### src/rtl/kbc_hif_pkg.sv
package kbc_hif_pkg;
   // Status word bit positions (host software decodes these)
   localparam int ST_OBF = 0;
   localparam int ST_IBF = 1;
   localparam int ST_SYS = 2;
   localparam int ST_CMD = 3;
   localparam int ST_INH = 4;
   localparam int ST_AUX = 5;
   localparam int ST_TMO = 6;
   localparam int ST_W   = 8;

   typedef struct packed {
      logic tmo;
      logic aux;
      logic inh;
      logic cmd;
      logic sys;
      logic ibf;
      logic obf;
   } stat_bits_t;

   function automatic logic [ST_W-1:0] pack_status(stat_bits_t s);
      logic [ST_W-1:0] v;
      v         = '0;
      v[ST_OBF] = s.obf;
      v[ST_IBF] = s.ibf;
      v[ST_SYS] = s.sys;
      v[ST_CMD] = s.cmd;
      v[ST_INH] = s.inh;
      v[ST_AUX] = s.aux;
      v[ST_TMO] = s.tmo;
      return v;
   endfunction
endpackage

### src/rtl/kbc_lvl_sync.sv
module kbc_lvl_sync #(
   parameter int STAGES = 2
) (
   input  logic clk,
   input  logic rst_n,
   input  logic lvl_in,
   output logic lvl_out
);
   generate
      if (STAGES < 0 || STAGES > 4) begin : g_bad_depth
         $error("kbc_lvl_sync: STAGES must be 0..4");
      end
      if (STAGES == 0) begin : g_pass
         assign lvl_out = lvl_in;
      end else begin : g_chain
         logic [STAGES-1:0] chain_q;
         always_ff @(posedge clk) begin
            if (!rst_n) begin
               chain_q <= '0;
            end else begin
               chain_q[0] <= lvl_in;
               for (int i = 1; i < STAGES; i++) begin
                  chain_q[i] <= chain_q[i-1];
               end
            end
         end
         assign lvl_out = chain_q[STAGES-1];

         // the last stage takes the previous stage's value
         a_r9_sync_shift: assert property (@(posedge clk) disable iff (!rst_n)
            1'b1 |=> lvl_out == $past(chain_q[STAGES-1 > 0 ? STAGES-2 : 0]) || STAGES == 1)
            else $error("a_r9_sync_shift");
      end
   endgenerate
endmodule

### src/rtl/kbc_obuf.sv
module kbc_obuf #(
   parameter int DATA_W = 8
) (
   input  logic              clk,
   input  logic              rst_n,
   input  logic              load,
   input  logic              load_aux,
   input  logic [DATA_W-1:0] load_data,
   input  logic              host_take,
   output logic              full,
   output logic              aux,
   output logic [DATA_W-1:0] data,
   output logic              stall
);
   logic              full_q, aux_q;
   logic [DATA_W-1:0] data_q;
   logic              accept;

   assign accept = load && !full_q;
   assign stall  = load && full_q;

   always_ff @(posedge clk) begin
      if (!rst_n) begin
         full_q <= 1'b0;
         aux_q  <= 1'b0;
         data_q <= '0;
      end else if (accept) begin
         full_q <= 1'b1;
         aux_q  <= load_aux;
         data_q <= load_data;
      end else if (host_take) begin
         full_q <= 1'b0;
         aux_q  <= 1'b0;
      end
   end

   assign full = full_q;
   assign aux  = aux_q;
   assign data = data_q;

   a_r2_load_fills: assert property (@(posedge clk) disable iff (!rst_n)
      (load && !full) |=> (full && aux == $past(load_aux) && data == $past(load_data)))
      else $error("a_r2_load_fills");
   a_r3_read_empties: assert property (@(posedge clk) disable iff (!rst_n)
      (host_take && full) |=> (!full && !aux))
      else $error("a_r3_read_empties");
   a_r4_stall_keeps: assert property (@(posedge clk) disable iff (!rst_n)
      (stall && !host_take) |=> ($stable(data) && $stable(aux) && full))
      else $error("a_r4_stall_keeps");
   a_r2_aux_needs_full: assert property (@(posedge clk) disable iff (!rst_n)
      aux |-> full)
      else $error("a_r2_aux_needs_full");
endmodule

### src/rtl/kbc_ibuf.sv
module kbc_ibuf #(
   parameter int DATA_W = 8
) (
   input  logic              clk,
   input  logic              rst_n,
   input  logic              wr,
   input  logic              wr_cmd,
   input  logic [DATA_W-1:0] wdata,
   input  logic              take,
   output logic              full,
   output logic              is_cmd,
   output logic [DATA_W-1:0] data
);
   logic              full_q, cmd_q;
   logic [DATA_W-1:0] data_q;

   always_ff @(posedge clk) begin
      if (!rst_n) begin
         full_q <= 1'b0;
         cmd_q  <= 1'b0;
         data_q <= '0;
      end else if (wr) begin
         full_q <= 1'b1;
         cmd_q  <= wr_cmd;
         data_q <= wdata;
      end else if (take) begin
         full_q <= 1'b0;
      end
   end

   assign full   = full_q;
   assign is_cmd = cmd_q;
   assign data   = data_q;

   a_r5_write_pends: assert property (@(posedge clk) disable iff (!rst_n)
      wr |=> (full && is_cmd == $past(wr_cmd) && data == $past(wdata)))
      else $error("a_r5_write_pends");
   a_r7_take_releases: assert property (@(posedge clk) disable iff (!rst_n)
      (take && !wr) |=> (!full && $stable(is_cmd)))
      else $error("a_r7_take_releases");
endmodule

### src/rtl/kbc_stat_flags.sv
module kbc_stat_flags (
   input  logic clk,
   input  logic rst_n,
   input  logic sys_we,
   input  logic sys_in,
   input  logic tmo_set,
   input  logic tmo_clr,
   output logic sys,
   output logic tmo
);
   logic sys_q, tmo_q;

   always_ff @(posedge clk) begin
      if (!rst_n) begin
         sys_q <= 1'b0;
         tmo_q <= 1'b0;
      end else begin
         if (sys_we) sys_q <= sys_in;
         if (tmo_set)      tmo_q <= 1'b1;
         else if (tmo_clr) tmo_q <= 1'b0;
      end
   end

   assign sys = sys_q;
   assign tmo = tmo_q;

   a_r10_set_wins: assert property (@(posedge clk) disable iff (!rst_n)
      tmo_set |=> tmo)
      else $error("a_r10_set_wins");
   a_r8_sys_holds: assert property (@(posedge clk) disable iff (!rst_n)
      !sys_we |=> $stable(sys))
      else $error("a_r8_sys_holds");
endmodule

### src/rtl/kbc_host_port.sv
module kbc_host_port
   import kbc_hif_pkg::*;
#(
   parameter int DATA_W      = 8,
   parameter int SYNC_STAGES = 2
) (
   input  logic              clk,
   input  logic              rst_n,
   input  logic              host_rd,
   input  logic              host_wr,
   input  logic              host_sel_cmd,
   input  logic [DATA_W-1:0] host_wdata,
   output logic [DATA_W-1:0] host_rdata,
   input  logic              dev_load,
   input  logic              dev_is_aux,
   input  logic [DATA_W-1:0] dev_data,
   output logic              dev_stall,
   input  logic              ctl_take,
   output logic [DATA_W-1:0] ctl_byte,
   output logic              ctl_is_cmd,
   output logic              ctl_pending,
   input  logic              sys_flag_we,
   input  logic              sys_flag_in,
   input  logic              inhibit_in,
   input  logic              timeout_set,
   input  logic              timeout_clr
);
   localparam int PAD_W = DATA_W - ST_W;

   generate
      if (DATA_W < ST_W) begin : g_bad_width
         $error("kbc_host_port: DATA_W must be at least the status width");
      end
   endgenerate

   logic              data_rd;
   logic              ob_full, ob_aux, ib_full, ib_cmd, sys_f, tmo_f, inh_lvl;
   logic [DATA_W-1:0] ob_data;
   stat_bits_t        st;
   logic [ST_W-1:0]   st_word;
   logic [DATA_W-1:0] st_ext;

   assign data_rd = host_rd && !host_sel_cmd;

   kbc_obuf #(.DATA_W(DATA_W)) u_obuf (
      .clk       (clk),
      .rst_n     (rst_n),
      .load      (dev_load),
      .load_aux  (dev_is_aux),
      .load_data (dev_data),
      .host_take (data_rd),
      .full      (ob_full),
      .aux       (ob_aux),
      .data      (ob_data),
      .stall     (dev_stall)
   );

   kbc_ibuf #(.DATA_W(DATA_W)) u_ibuf (
      .clk    (clk),
      .rst_n  (rst_n),
      .wr     (host_wr),
      .wr_cmd (host_sel_cmd),
      .wdata  (host_wdata),
      .take   (ctl_take),
      .full   (ib_full),
      .is_cmd (ib_cmd),
      .data   (ctl_byte)
   );

   kbc_stat_flags u_flags (
      .clk     (clk),
      .rst_n   (rst_n),
      .sys_we  (sys_flag_we),
      .sys_in  (sys_flag_in),
      .tmo_set (timeout_set),
      .tmo_clr (timeout_clr),
      .sys     (sys_f),
      .tmo     (tmo_f)
   );

   kbc_lvl_sync #(.STAGES(SYNC_STAGES)) u_inh_sync (
      .clk     (clk),
      .rst_n   (rst_n),
      .lvl_in  (inhibit_in),
      .lvl_out (inh_lvl)
   );

   always_comb begin
      st.obf  = ob_full;
      st.ibf  = ib_full;
      st.sys  = sys_f;
      st.cmd  = ib_cmd;
      st.inh  = inh_lvl;
      st.aux  = ob_aux;
      st.tmo  = tmo_f;
      st_word = pack_status(st);
   end

   generate
      if (PAD_W > 0) begin : g_pad
         assign st_ext = {{PAD_W{1'b0}}, st_word};
      end else begin : g_nopad
         assign st_ext = st_word;
      end
   endgenerate

   assign host_rdata  = host_sel_cmd ? st_ext : ob_data;
   assign ctl_is_cmd  = ib_cmd;
   assign ctl_pending = ib_full;

   // status reads leave buffer state alone
   a_r11_status_read_quiet: assert property (@(posedge clk) disable iff (!rst_n)
      (host_rd && host_sel_cmd && !host_wr && !dev_load && !ctl_take)
      |=> ($stable(ob_full) && $stable(ib_full) && $stable(ob_aux)))
      else $error("a_r11_status_read_quiet");
   // bit 3 tracks the port of the last write
   a_r5_cmd_bit: assert property (@(posedge clk) disable iff (!rst_n)
      host_wr |=> host_rdata[ST_CMD] == $past(host_sel_cmd) || !host_sel_cmd)
      else $error("a_r5_cmd_bit");
   // top status bit never set
   a_r1_bit7_low: assert property (@(posedge clk) disable iff (!rst_n)
      host_sel_cmd |-> !host_rdata[ST_W-1])
      else $error("a_r1_bit7_low");
endmodule

### config.mk
export PLATFORM = sky130hd
export DESIGN_NAME = kbc_host_port
export DESIGN_NICKNAME = d
export VERILOG_FILES = /design/src/rtl/kbc_hif_pkg.sv /design/src/rtl/kbc_lvl_sync.sv /design/src/rtl/kbc_obuf.sv /design/src/rtl/kbc_ibuf.sv /design/src/rtl/kbc_stat_flags.sv /design/src/rtl/kbc_host_port.sv
export SDC_FILE = /design/constraint.sdc
export NUM_CORES = 1
export LEC_CHECK = 0
export BUFFER_PORTS_ARGS = -buffer_cell sky130_fd_sc_hd__buf_2
export CAP_MARGIN = 20
export CORE_AREA = 8 8 48 79
export DETAILED_ROUTE_END_ITERATION = 10
export DIE_AREA = 0 0 56 87
export GPL_ROUTABILITY_DRIVEN = 0
export GPL_TIMING_DRIVEN = 0
export PLACE_DENSITY = 0.76
export SLEW_MARGIN = 20
export SYNTH_ARGS = -nofsm -noshare
export SYNTH_HDL_FRONTEND = slang
export SYNTH_HIERARCHICAL = 1
export SYNTH_SLANG_ARGS = --single-unit
### constraint.sdc
create_clock -name clk -period 0.9 [get_ports clk]
set_input_delay 0.135 -clock clk [delete_from_list [all_inputs] [get_ports clk]]
set_output_delay 0.135 -clock clk [all_outputs]
set_load 0.02 [all_outputs]
Word-level counts from Yosys, hierarchy flattened
Index checks and enable logic that the tools add are counted.
W data, S select, Z words.
Word-level totals
  flip-flop bits (word level): 24
  input bits: 29
  word-level logic and storage cells: 25
Operators by class
  muxes and demuxes: 8
  reduce and logical (&&, ||, !) cells: 8
Operator list (number)
  $mux W8: 1
  $mux W1: 7
  $reduce_bool A2 Y1: 3
  $logic_and A1 B1 Y1: 3
  $logic_not A1 Y1: 2

Longest topological paths before layout
  depth in word-level cells: 4
  mapped depth: 4
  mapped depth without buffers: 3

By module
Netlist, hierarchy kept.
Modules (own cells, without submodules)
  kbc_obuf: times used 1, cells an instance 44, area an instance 437.9 um2
  kbc_ibuf: times used 1, cells an instance 31, area an instance 371.6 um2
  kbc_host_port: times used 1, cells an instance 10, area an instance 133.9 um2
  kbc_stat_flags: times used 1, cells an instance 6, area an instance 70.1 um2
  kbc_lvl_sync: times used 1, cells an instance 4, area an instance 52.6 um2

Worst setup path before layout
OpenSTA, ideal clock, no wires.
  path kind: reg2reg
  start point: register u_obuf.full_q, in the netlist u_obuf/full
  end point: register u_obuf.aux_q, in the netlist u_obuf/aux
  arrival time: 790 ps
  required time: 834 ps
  setup slack: 44 ps
  stages on the path, launching flop included: 5
  buffers on the path: 1
  period minus slack after synthesis: 856 ps
  cells stage by stage: dfxtp_1 nand2b_1 buf_6 nand3b_4 a21boi_2
On the way
  cells in the longest elaborated chain, start to end: 3
  elaborated cells between the ends (all ways): 4
Ends and longest elaborated chain
  start: declaration: line kbc_obuf.sv:15  | logic full_q, aux_q;
  start signal: assignment: line kbc_obuf.sv:24  | full_q <= 1'b0;
  start signal: assignment: line kbc_obuf.sv:28  | full_q <= 1'b1;
  start signal: assignment: line kbc_obuf.sv:32  | full_q <= 1'b0;
  $logic_not A1 Y1 *: line kbc_obuf.sv:19  | assign accept = load && !full_q;
  $logic_and A1 B1 Y1 *: line kbc_obuf.sv:19
  $mux W1 / $reduce_bool A2 Y1 (equally long branches)
  end signal: assignment: line kbc_obuf.sv:29  | aux_q <= load_aux;
  end: declaration: line kbc_obuf.sv:15
Mark *: on every way between the ends. The rest lies on a longest branch, timed or not.
A chain may end at the register's enable or synchronous reset.

Worst setup path in the final report
  start point: register u_obuf.full_q, in the netlist u_obuf/full
  end point: output port host_rdata[0]
On the way
  cells in the longest elaborated chain, start to end: 1
Ends and longest elaborated chain
  $mux W8: line kbc_host_port.sv:107  | assign host_rdata = host_sel_cmd ? st_ext : ob_data;
  end: declaration: line kbc_host_port.sv:13  | output logic [DATA_W-1:0] host_rdata,
Every way passes these cells.

==> run summary <==
After technology mapping, the gate count stands at 95. The count of buffering cells on the critical path with inverters included works out to 1. In this run the clock root is driven by a clkbuf_8. The post-synthesis mux area share works out to 19.2%. The first global-routing pass estimated 4220 um of wire.

The cell depth of the worst min-delay path is 2. The run gives 0 as the total count of hold-check failures in the final report. Number of maximum-capacitance violations: 0. Entering global routing, the biggest net connects 25 pins.

The post-synthesis async set-or-reset flop share was 0%; the post-placement cell area was 1330 um^2. For this design the static power due to leakage is 0.000800 uW. Clock skew on the completed layout was measured at 5.11 ps. For the number of global-route vias before repair, the log shows 946. Counting flops with a built-in enable in the synthesized netlist gives 0. The detailed-routing iteration count for the pre-antenna-repair pass was 3; the maximum single-stage delay on the critical path was 340 ps. dfxtp_1 takes more of the synthesized area than any other cell. Combinational cells account for 23.6% of the total power.

Setup slack on the worst reg-to-reg path comes out at -130 ps. For this design, the slowest cell found on the critical path is dfxtp_2. For this design the ratio of total power to cell area is 1490 nW/um^2. The setup slack after layout is -239 ps. At the end of the flow, the number of nets in the layout was 184.

The total negative setup slack came out at -2790 ps. The number of H-tree branching levels is 1, and the fraction of final layout cells with drive strength greater than 1 is 77.9%. The worst setup path is launched from a flip-flop. The floorplan step defined a die boundary enclosing 4870 um^2. The setup path with the least slack is of type flip-flop to output pin.

The commonest cells after synthesis are 24 x dfxtp_1, 18 x nand2_1, 13 x nor2b_1. The cell depth of the worst flop-to-flop path was 5; the fraction of power spent switching nets was 25.5%. For the area of the core region, the log shows 2800 um^2. The tools report the maximum operating frequency as 878 MHz. For the worst setup path, the data arrival time is 1000 ps. The tools report the reg-to-reg critical path endpoint as u_obuf/data[0].

After floorplanning, the core was divided into 26 placement rows. The dominant synthesized flop cell is dfxtp_1. The final reports fail on setup timing. The final worst-path cycle share works out to 127%.

At the pin with the least slew margin, the transition time is 317 ps. For the worst hold margin, the log shows 63.5 ps. For this block, the initial DRC count from the detailed router was 13. After synthesis, the netlist uses 15 different library cells. Average instance area after synthesis: 11.2 um^2.

Dominant combinational cell family by area after synthesis: simple AND/OR/NAND/NOR gates. The flow ran to the end, but the final reports show violations. The tightest min-delay check is of the input port to flip-flop type.

Walking the worst path, the cells encountered are mux2_4, buf_6. The antenna violation net count after detailed routing was 0. The number of pins exceeding their max-slew limit in the final report was 0. The via density per instance works out to 4.68.

TritonCTS built the clock tree. Summing the areas of all compound-gate instances in the mapped netlist gives 11.9% of the synthesized area. In this run the tightest slew margin relative to its limit is 78.9%.

The initial utilization of the core area, before any placement, comes to 38.1%. The logs give 0 for the number of hold-repair buffers added at the cts stage and 0 for the antenna diode count. For this run, the register share of the synthesized area comes to 45.1%. The Yosys step of the flow raised 6 warnings.

The quantity of I/O buffers inserted on ports was 46. The overall die height was 87 um. From synthesis to final layout, the design area changed by 56.1%.

Setup repair after global routing could not meet its margin everywhere. After synthesis, the largest area contributor takes up 45.1% of total cell area. The simple-gate portion of the synthesized area came out at 20.0%. The tools report the source of the worst register-to-register timing path as u_obuf/full. The clock transition time at the flip-flop clock pins of the worst setup and hold paths is 80 ps, and the clock latency reported for the late side of the worst-skew pair is 260 ps. The run gives 852 as the detailed-route via count.

The clock drives 24 sinks. For the post-DP HPWL, the log shows 1790 um. The switching component of the power was 631 uW. The logs give 59.5% for the final core area utilization and 1.55 mV for the maximum vdd drop. The routed wire length came out at 2700 um.

The routed wirelength normalized by instance count is 14.8 um. The maximum fanout count along the critical path came out at 3. In this run, synthesis produced a sequential element count of 24. Clock tree synthesis inserted a total of 3 buffers. The maximum count of clock buffers along a single path is 2, and the synthesized area is 1070 um^2.

Origin of the worst min-delay path: inhibit_in. Yosys attributes the largest share of cell area to dfxtp_1 45%, mux2_4 9.9%, a21boi_2 9.5%. For this run the aggregate overflow at the end of global routing stands at 0. The die is 56 um wide. Kind of end point of the critical path: an output pin. The number of antenna violations at the first check in global routing came out at 0. The path with the worst hold slack has its endpoint at u_inh_sync/g_chain.chain_q[0]. Pin placement for this block handled 48 I/O pins. The xor-xnor portion of the synthesized cell area is 0%. On the critical path the largest part of the delay comes from flip-flops.

Most common cell in the netlist: dfxtp_1. The sequential fraction of design power was 47.3%; the final instance area was 1660 um^2. Counting every net in the synthesized netlist gives 124. The depth of the critical timing path with buffers and inverters included was 2; the count of unresolved DRC violations after routing was 0. The worst path needs 1140 ps of the cycle, external delays included. The internal portion of the total power is 1850 uW. Global routing used 10.6% of the available tracks.

Adder-cell share of the synthesized area: 0%. The required time of the critical path is 760 ps. The logs give 19 for the final-report setup violation count and 29.1% for the proportion of power drawn by the clock network.
-- per-layer routing --
metal  wire, um  track usage, %  share of wire, %
met5          0               0                 0
met4         22            3.30              0.82
met3        217            4.53               8.1
met2       1400            19.6                52
met1       1050            10.1                39
-- cells in the final DEF, fill, tap and decap left out, types with 3 or more instances in the layout --
cell type,instances
buf_4,11
a21boi_2,9
buf_2,27
buf_6,21
nand2_4,3
clkbuf_8,4
dfxtp_2,19
mux2i_1,10
nor2b_1,12
dfxtp_1,5
mux2_4,7
nand2_2,13
-- worst max path at each step --
stage,from,endpoint,slack [ps]
2_1_floorplan,u_obuf/full,u_obuf/aux,40
3_3_place_gp,host_sel_cmd,host_rdata[3],-90
3_5_place_dp,host_sel_cmd,host_rdata[0],-100
4_1_cts,u_obuf/data[0],host_rdata[0],-230
5_1_grt,u_obuf/data[3],host_rdata[3],-260
6_report,u_obuf/full,host_rdata[0],-240
-- power by group through the flow --
stage	clock network (uW)	logic [uW]	registers [uW]
after floorplan	0	242	1210
after global placement	0	414	1180
after detailed placement	0	424	1180
after CTS	739	543	1160
after global routing	786	626	1180
final	722	586	1170
-- per-stage QoR --
step	power (uW)	std cells	setup WS, ps
floorplan	1450	95	44.3
global placement	1590	169	-92.9
detailed placement	1610	169	-95.3
CTS	2440	179	-233
global route	2590	182	-264
finish	2480	182	-239
-- area by class of cell --
class / count / area (um^2)
tap: 28 / 35.0
multi-input combinational: 67 / 616
sequential: 24 / 504
clock buffer: 4 / 55.1
timing repair buffer: 55 / 409
buffer: 4 / 45.0
fill: 237 / 1130
-- kinds of logic after synthesis --
logic type,count (synthesis)
and+or+nand+nor,38
buffers and inverters,4
AOI/OAI and AO/OA,12
DFF,24
muxes,17
-- timing repair --
item,4_1_cts,5_1_grt
setup endpoints to repair,28,28
resized for setup,53,29
buffers inserted,4,3
cloned,2,0
pin swaps,0,12
No activity file was read; power rests on OpenSTA's default activity.
